### config.mk
export PLATFORM = sky130hd
export DESIGN_NAME = pwrfail_watch
export DESIGN_NICKNAME = d
export VERILOG_FILES = /design/src/rtl/pf_pkg.sv /design/src/rtl/pf_sync.sv /design/src/rtl/pf_rise.sv /design/src/rtl/pf_gap_timer.sv /design/src/rtl/pwrfail_watch.sv
export SDC_FILE = /design/constraint.sdc
export NUM_CORES = 1
export LEC_CHECK = 0
export BUFFER_PORTS_ARGS = -buffer_cell sky130_fd_sc_hd__buf_2
export CORE_MARGIN = 2
export CORE_UTILIZATION = 45
export DETAILED_ROUTE_END_ITERATION = 8
export GPL_TIMING_DRIVEN = 0
export SYNTH_ARGS = -nofsm -noshare
export SYNTH_HDL_FRONTEND = slang
export SYNTH_HIERARCHICAL = 1
export SYNTH_SLANG_ARGS = --single-unit
### constraint.sdc
create_clock -name clk -period 3.26 [get_ports clk]
set_input_delay 0.652 -clock clk [delete_from_list [all_inputs] [get_ports clk]]
set_output_delay 0.652 -clock clk [all_outputs]
set_load 0.03 [all_outputs]
### src/rtl/pf_pkg.sv
package pf_pkg;

  // Supervisor states.
  typedef enum logic [1:0] {
    PF_ARMING = 2'd0,  // reset seen, waiting for the first trigger
    PF_LIVE   = 2'd1,  // triggers arriving, mains present
    PF_LOST   = 2'd2   // window lapsed, mains judged absent
  } pf_state_e;

  // Window length in clock cycles, never below 2.
  function automatic int unsigned pf_window_cycles(longint hz, longint us);
    longint c;
    c = (hz * us) / 64'd1000000;
    if (c < 2) c = 2;
    return int'(c);
  endfunction

endpackage

### src/rtl/pf_sync.sv
module pf_sync #(
  parameter int STAGES = 2
) (
  input  logic clk,
  input  logic rst,
  input  logic async_i,
  output logic sync_o
);
  logic [STAGES-1:0] chain_q;

  genvar g;
  generate
    for (g = 0; g < STAGES; g++) begin : g_stage
      if (g == 0) begin : g_first
        always_ff @(posedge clk) begin
          if (rst) chain_q[0] <= 1'b0;
          else     chain_q[0] <= async_i;
        end
      end else begin : g_rest
        always_ff @(posedge clk) begin
          if (rst) chain_q[g] <= 1'b0;
          else     chain_q[g] <= chain_q[g-1];
        end
      end
    end
  endgenerate

  assign sync_o = chain_q[STAGES-1];
endmodule

### src/rtl/pf_rise.sv
module pf_rise (
  input  logic clk,
  input  logic rst,
  input  logic level_i,
  output logic rise_o
);
  logic prev_q;

  always_ff @(posedge clk) begin
    if (rst) prev_q <= 1'b0;
    else     prev_q <= level_i;
  end

  assign rise_o = level_i & ~prev_q;
endmodule

### src/rtl/pf_gap_timer.sv
module pf_gap_timer #(
  parameter int unsigned LIMIT = 16
) (
  input  logic clk,
  input  logic rst,
  input  logic restart_i,
  output logic lapse_o
);
  localparam int CW = (LIMIT > 2) ? $clog2(LIMIT) : 1;
  localparam logic [CW-1:0] LAST = CW'(LIMIT - 1);

  logic [CW-1:0] cnt_q;

  // Counts cycles since the last restart and saturates at LAST.
  always_ff @(posedge clk) begin
    if (rst || restart_i) cnt_q <= '0;
    else if (cnt_q != LAST) cnt_q <= cnt_q + 1'b1;
  end

  // A restart on the expiry cycle takes priority.
  assign lapse_o = (cnt_q == LAST) && !restart_i;
endmodule

### src/rtl/pwrfail_watch.sv
module pwrfail_watch
  import pf_pkg::*;
#(
  parameter longint CLK_HZ      = 100_000_000,
  parameter longint WINDOW_US   = 33_000,
  parameter int     SYNC_STAGES = 2
) (
  input  logic clk,
  input  logic rst,
  input  logic mains_pulse_i,
  output logic nmi_o
);
  localparam int unsigned TIMEOUT_CYC = pf_window_cycles(CLK_HZ, WINDOW_US);

  logic      pulse_s;
  logic      rise_w;
  logic      lapse_w;
  pf_state_e state_q, state_d;

  pf_sync #(.STAGES(SYNC_STAGES)) u_sync (
    .clk(clk), .rst(rst), .async_i(mains_pulse_i), .sync_o(pulse_s)
  );

  pf_rise u_rise (
    .clk(clk), .rst(rst), .level_i(pulse_s), .rise_o(rise_w)
  );

  pf_gap_timer #(.LIMIT(TIMEOUT_CYC)) u_timer (
    .clk(clk), .rst(rst), .restart_i(rise_w), .lapse_o(lapse_w)
  );

  always_comb begin
    state_d = state_q;
    unique case (state_q)
      PF_ARMING: if (rise_w)  state_d = PF_LIVE;
      PF_LIVE:   if (lapse_w) state_d = PF_LOST;
      PF_LOST:   if (rise_w)  state_d = PF_LIVE;
      default:                state_d = PF_ARMING;
    endcase
  end

  always_ff @(posedge clk) begin
    if (rst) begin
      state_q <= PF_ARMING;
      nmi_o   <= 1'b0;
    end else begin
      state_q <= state_d;
      nmi_o   <= (state_d == PF_LOST);
    end
  end
endmodule

---- Yosys cells after proc, flatten, opt, wreduce, memory -nomap -nowiden ----
Cells that the tools add are included.
storage, ports and cells
  flip-flop bits (word level) ............. 28
  bits in latches ......................... 0
  memory bits (writable) .................. 0
  bits in read-only memories .............. 0
  input port bits ......................... 3
  output and inout bits ................... 1
  word-level logic and storage cells ...... 22
  memories kept ........................... 0
operators by class
  add/sub/neg operators ................... 1
  multiply operators ...................... 0
  divide/modulo/power cells ............... 0
  order comparisons ....................... 0
  equal/unequal tests ..................... 5
  shift-type cells ........................ 0
  multiplexer cells ....................... 3
  bitwise gates (word level) .............. 2
  reductions and logical operators ........ 5
operator list
  kind                                           number
  adder 22 x 1 -> 22 bit, second input constant  1
  == test 22 bit, second input constant          1
  != test 22 bit, second input constant          1
  == test 2 bit, second input constant           2
  two-way mux 2 bit                              2
  one-hot mux 2 bit (2 select lines)             1
  == test 2 x 1 -> 1 bit, second input constant  1
  zero test 2 bit                                1
  OR reduction 2 bit                             1
  bitwise AND 1 bit                              1
  logical AND 1 bit                              1
  zero test 1 bit                                1
  logical OR 1 bit                               1
  NOT 1 bit                                      1

---- Longest topological paths before layout ----
  depth after elaboration ................. 7
  gate-level depth with buffers ........... 8
  depth with buffers taken out ............ 7

---- Cells and area by module ----
The synthesis kept the hierarchy.
modules (own cells, without submodules)
  module         instances  cells each  area each (um2)  sequential area each (um2)
  pf_gap_timer   1          134         1146.1           440.4
  pwrfail_watch  1          10          106.4            60.1
  pf_sync        1          4           52.6             40.0
  pf_rise        1          3           47.5             20.0

---- Worst setup path after synthesis ----
No wires, ideal clock.
  path type ............................... register to register
  start ................................... register u_timer.cnt_q[0]
  end ..................................... register nmi_o
  library setup time ...................... 0.070 ns
  data arrival time ....................... 1.778 ns
  data required time ...................... 3.190 ns
  setup slack ............................. 1.412 ns
  cell stages (with the launch flop) ...... 9
  buffers on the path ..................... 1
  period minus slack after synthesis ...... 1.848 ns
  cell sequence ........................... dfxtp_1 -> ha_1 -> and4_2 -> clkbuf_2 -> nand2_1 -> or3_1 -> nor2_1 -> nand3b_1 -> a21oi_1
on the way
  cells in the longest elaborated chain, start to end .. 5
ends and longest elaborated chain
  what                                RTL line             source
  start: declaration                  pf_gap_timer.sv:12   logic [CW-1:0] cnt_q;
  start signal: assignment            pf_gap_timer.sv:17   else if (cnt_q != LAST) cnt_q <= cnt_q + 1'b1;
  == test 22 bit                      pf_gap_timer.sv:21   assign lapse_o = (cnt_q == LAST) && !restart_i;
  logical AND 1 bit                   pf_gap_timer.sv:21
  via lapse_w                         pwrfail_watch.sv:17  logic lapse_w;
  two-way mux 2 bit                   pwrfail_watch.sv:36  PF_LIVE: if (lapse_w) state_d = PF_LOST;
  one-hot mux 2 bit (2 select lines)  pwrfail_watch.sv:34  unique case (state_q)
  == test 2 bit                       pwrfail_watch.sv:48  nmi_o <= (state_d == PF_LOST);
  end signal: assignment              pwrfail_watch.sv:48
  end: declaration                    pwrfail_watch.sv:11  output logic nmi_o
The timed path passes the listed nets, and every way through them passes these cells.
A chain may end at the register's enable or synchronous reset.

---- Final worst setup path ----
Ends and elaborated chain as after synthesis.

==> metrics.md <==
| Metric | Value |
|---|---|
| Ranking of synthesized cells by area | dfxtp_1 (41%), nand4_1 (4.6%), a21oi_1 (4.1%) |
| Final Hold Vio Count | 0 |
| DP Worst Slack | 1.080 ns |
| Hold/Removal Path Class | register to register |
| Fin util | 50.94% |
| Status | finished, final reports clean |
| Pin count of the biggest net entering global routing | 15 |
| Vias in the first global route | 1059 |
| I/O Pins | 4 |
| Final clock skew | 0.007999 ns |
| Fmax | 456.5 MHz |
| Initial antenna violation count | 0 |
| CTS max path bufs | 2 |
| Final GP Congestion | 0.7909 |
| TNS Setup | 0 ns |
| Final WL | 2827 um |
| Cts hold-fix bufs | 0 |
| EDFF count, synth | 0 |
| Die height | 58.83 um |
| Tmin final | 2.190 ns |
| CTS buffer count | 3 |
| Post-synth ARST share | 0% |
| Leading area contributor after synthesis | dfxtp_1 |
| Clock transition at the registers of the reported paths | 0.14 ns |
| Pwr Density | 362.5 nW/um2 |
| Vias | 1136 |
| Final setup viols | 0 |
| Drt drc | 0 |
| Leakage | 0.4632 nW |
| Max-slew violation count | 0 |
| Clk Latency, worst-skew pair | 0.33 ns |
| CTS tree | done |
| Worst endpoint required time | 3.52 ns |
| Slew @ Worst Pin | 0.5941 ns |
| Post-CTS resize count | 0 |
| Post-CTS Setup Inserts | 0 |
| Area grow syn2layout | 5.643% |
| Slew headroom | 60.03% |
| I/O Buffers | 3 |
| Register area share after synthesis | 41.44% |
| Synth cell types | 41 |
| H-Tree Depth | 1 |
| Fillcell total | 278 |
| PnR worst setup slack | 1.070 ns |
| Die ar. | 3460 um2 |
| CP Capture Type | register |
| Max_cap viols | 0 |
| Post-DP Area | 1406 um2 |
| Router iterations before antenna repair | 4 |
| Yosys reg bits | 28 |
| CP Max Fanout | 8 |
| VDD IR max | 0.1870 mV |
| Routed wire per std cell | 15.04 um |
| DR vias/cell | 6.043 |
| Grt total ovfl | 0 |
| Post-route ant nets | 0 |
| Synth Flop Type | dfxtp_1 |
| Total GRT Usage | 18.41% |
| Ys Warns | 6 |
| CTS Sinks | 28 |
| Nets | 163 |
| Mapped Cells | 151 |
| Crit path DAT | 2.45 ns |
| RSZ-0062 raised after global routing | false |
| Crit start category | register |
| Synthesized Nets | 155 |
| # rows | 19 |
| Die X | 58.83 um |
| Initial DRC Count | 34 |
| Share of cells above drive strength 1 | 10.83% |
| Final Cell Area | 1429 um2 |
| Core Region | 2805 um2 |
| WS Path Type | register to register |
| Avg Inst Size Synth | 8.957 um2 |
| Ant diodes | 0 |
| Initial Util | 48.22% |
| HPWL after detailed placement | 2027 um |
| First-pass GRT wire length | 4878 um |
| Clock Tree Root | clkbuf_4 |
| Area of the mapped netlist | 1353 um2 |
| Synth top area share | 41.44% |
| Part of the cycle the worst path needs | 67.19% |
critical path, cell delays in order, from the launching register on:
cell and delay (ns):
dfxtp_1 0.46, ha_1 0.24, and4_2 0.23, clkbuf_2 0.20, nand2_1 0.14, or3_1 0.43, nor2_1 0.15, nand3b_1 0.11
a21oi_1 0.17
flip-flops by register name (all words and copies together) (netlist names):
register / flops
u_sync/chain_q: 1
u_rise/prev_q: 1
nmi_o: 1
u_timer/cnt_q: 22
u_sync/sync_o: 1
state_q: 2
synthesized netlist by cell type, types with 3 or more instances:
cell type / count
or3_1: 8
nand2_1: 9
nor4bb_1: 3
nor4b_1: 3
nor3_1: 3
nand4_1: 10
nand3_1: 8
and2_1: 3
and4_1: 3
xnor2_1: 3
nor2_1: 11
xor2_1: 5
dfxtp_1: 28
a21oi_1: 11
o21ai_0: 9
worst paths after layout:
path,from,to,slack [ns],depth (start not counted)
worst min register to register,u_sync/chain_q[0],u_sync/sync_o,0.47,1
worst min-delay path,u_sync/chain_q[0],u_sync/sync_o,0.47,1
worst max register to register,u_timer/cnt_q[0],nmi_o,1.07,8
worst max-delay path,u_timer/cnt_q[0],nmi_o,1.07,8
metrics by stage:
stage | hold WS (ns) | power, W | std cells
2_1_floorplan | 0.4138 | 0.0003736 | 151
3_3_place_gp | 0.4322 | 0.0003815 | 185
3_5_place_dp | 0.4516 | 0.0003826 | 185
4_1_cts | 0.4751 | 0.0005235 | 188
5_1_grt | 0.4896 | 0.0005416 | 188
6_report | 0.4683 | 0.0005180 | 188
cells in the final DEF (no fill, tap or decap), types with 2 or more instances in the layout:
master,n
nor2_1,11
clkbuf_1,2
nor4b_1,3
buf_2,3
o21ai_0,9
nor4bb_1,3
and2_1,3
xnor2_1,3
nand2_1,9
clkbuf_4,3
nor2b_1,2
and4_2,2
a21oi_1,11
nand3_1,8
nor3_1,3
o211ai_1,2
xor2_1,5
or3_1,8
or3b_1,2
a31oi_1,2
dfxtp_1,28
nand4_1,10
nor2b_4,2
inv_1,2
and4_1,3
area by class of cell:
type                            instances  area, um2  share of cell area, %
Clock buffer                            3      22.52                  1.576
Inverter                                2      7.507                 0.5254
Sequential cell                        28      560.5                  39.23
Multi-Input combinational cell        117      760.7                  53.24
Timing Repair Buffer                    3      15.01                  1.051
Buffer                                  4      23.77                  1.664
Tap cell                               31      38.79                  2.715
routing by layer:
layer | global-route usage [%] | share of wire, % | up-vias
met5 | 0 | 0 | -
met4 | 9.091 | 2.1 | 0
met3 | 1.978 | 2.9 | 6
met2 | 28.10 | 45 | 26
met1 | 25.78 | 50 | 520
li1 | - | - | 584
cell families (layout without fill, tap and decap cells):
family / after synthesis / after routing / synth area share (%)
AND/OR/NAND/NOR: 80 / 80 / 38.21
flip-flops: 28 / 28 / 41.44
AO/OA/AOI/OAI: 27 / 27 / 11.19
XOR/XNOR: 8 / 8 / 5.181
buffers and inverters: 6 / 12 / 2.313
adder cells (fa/ha/maj): 1 / 1 / 0.9249
multiplexers: 1 / 1 / 0.7401
power by group:
group	total, W	internal, W	switching, W	leakage (nW)
clock network	0.000143	0.0000434	0.0000998	0.0138
registers	0.000353	0.000347	0.00000569	0.227
logic	0.0000217	0.00000827	0.0000135	0.223
Note: power is estimated with default switching activity, not from simulation.
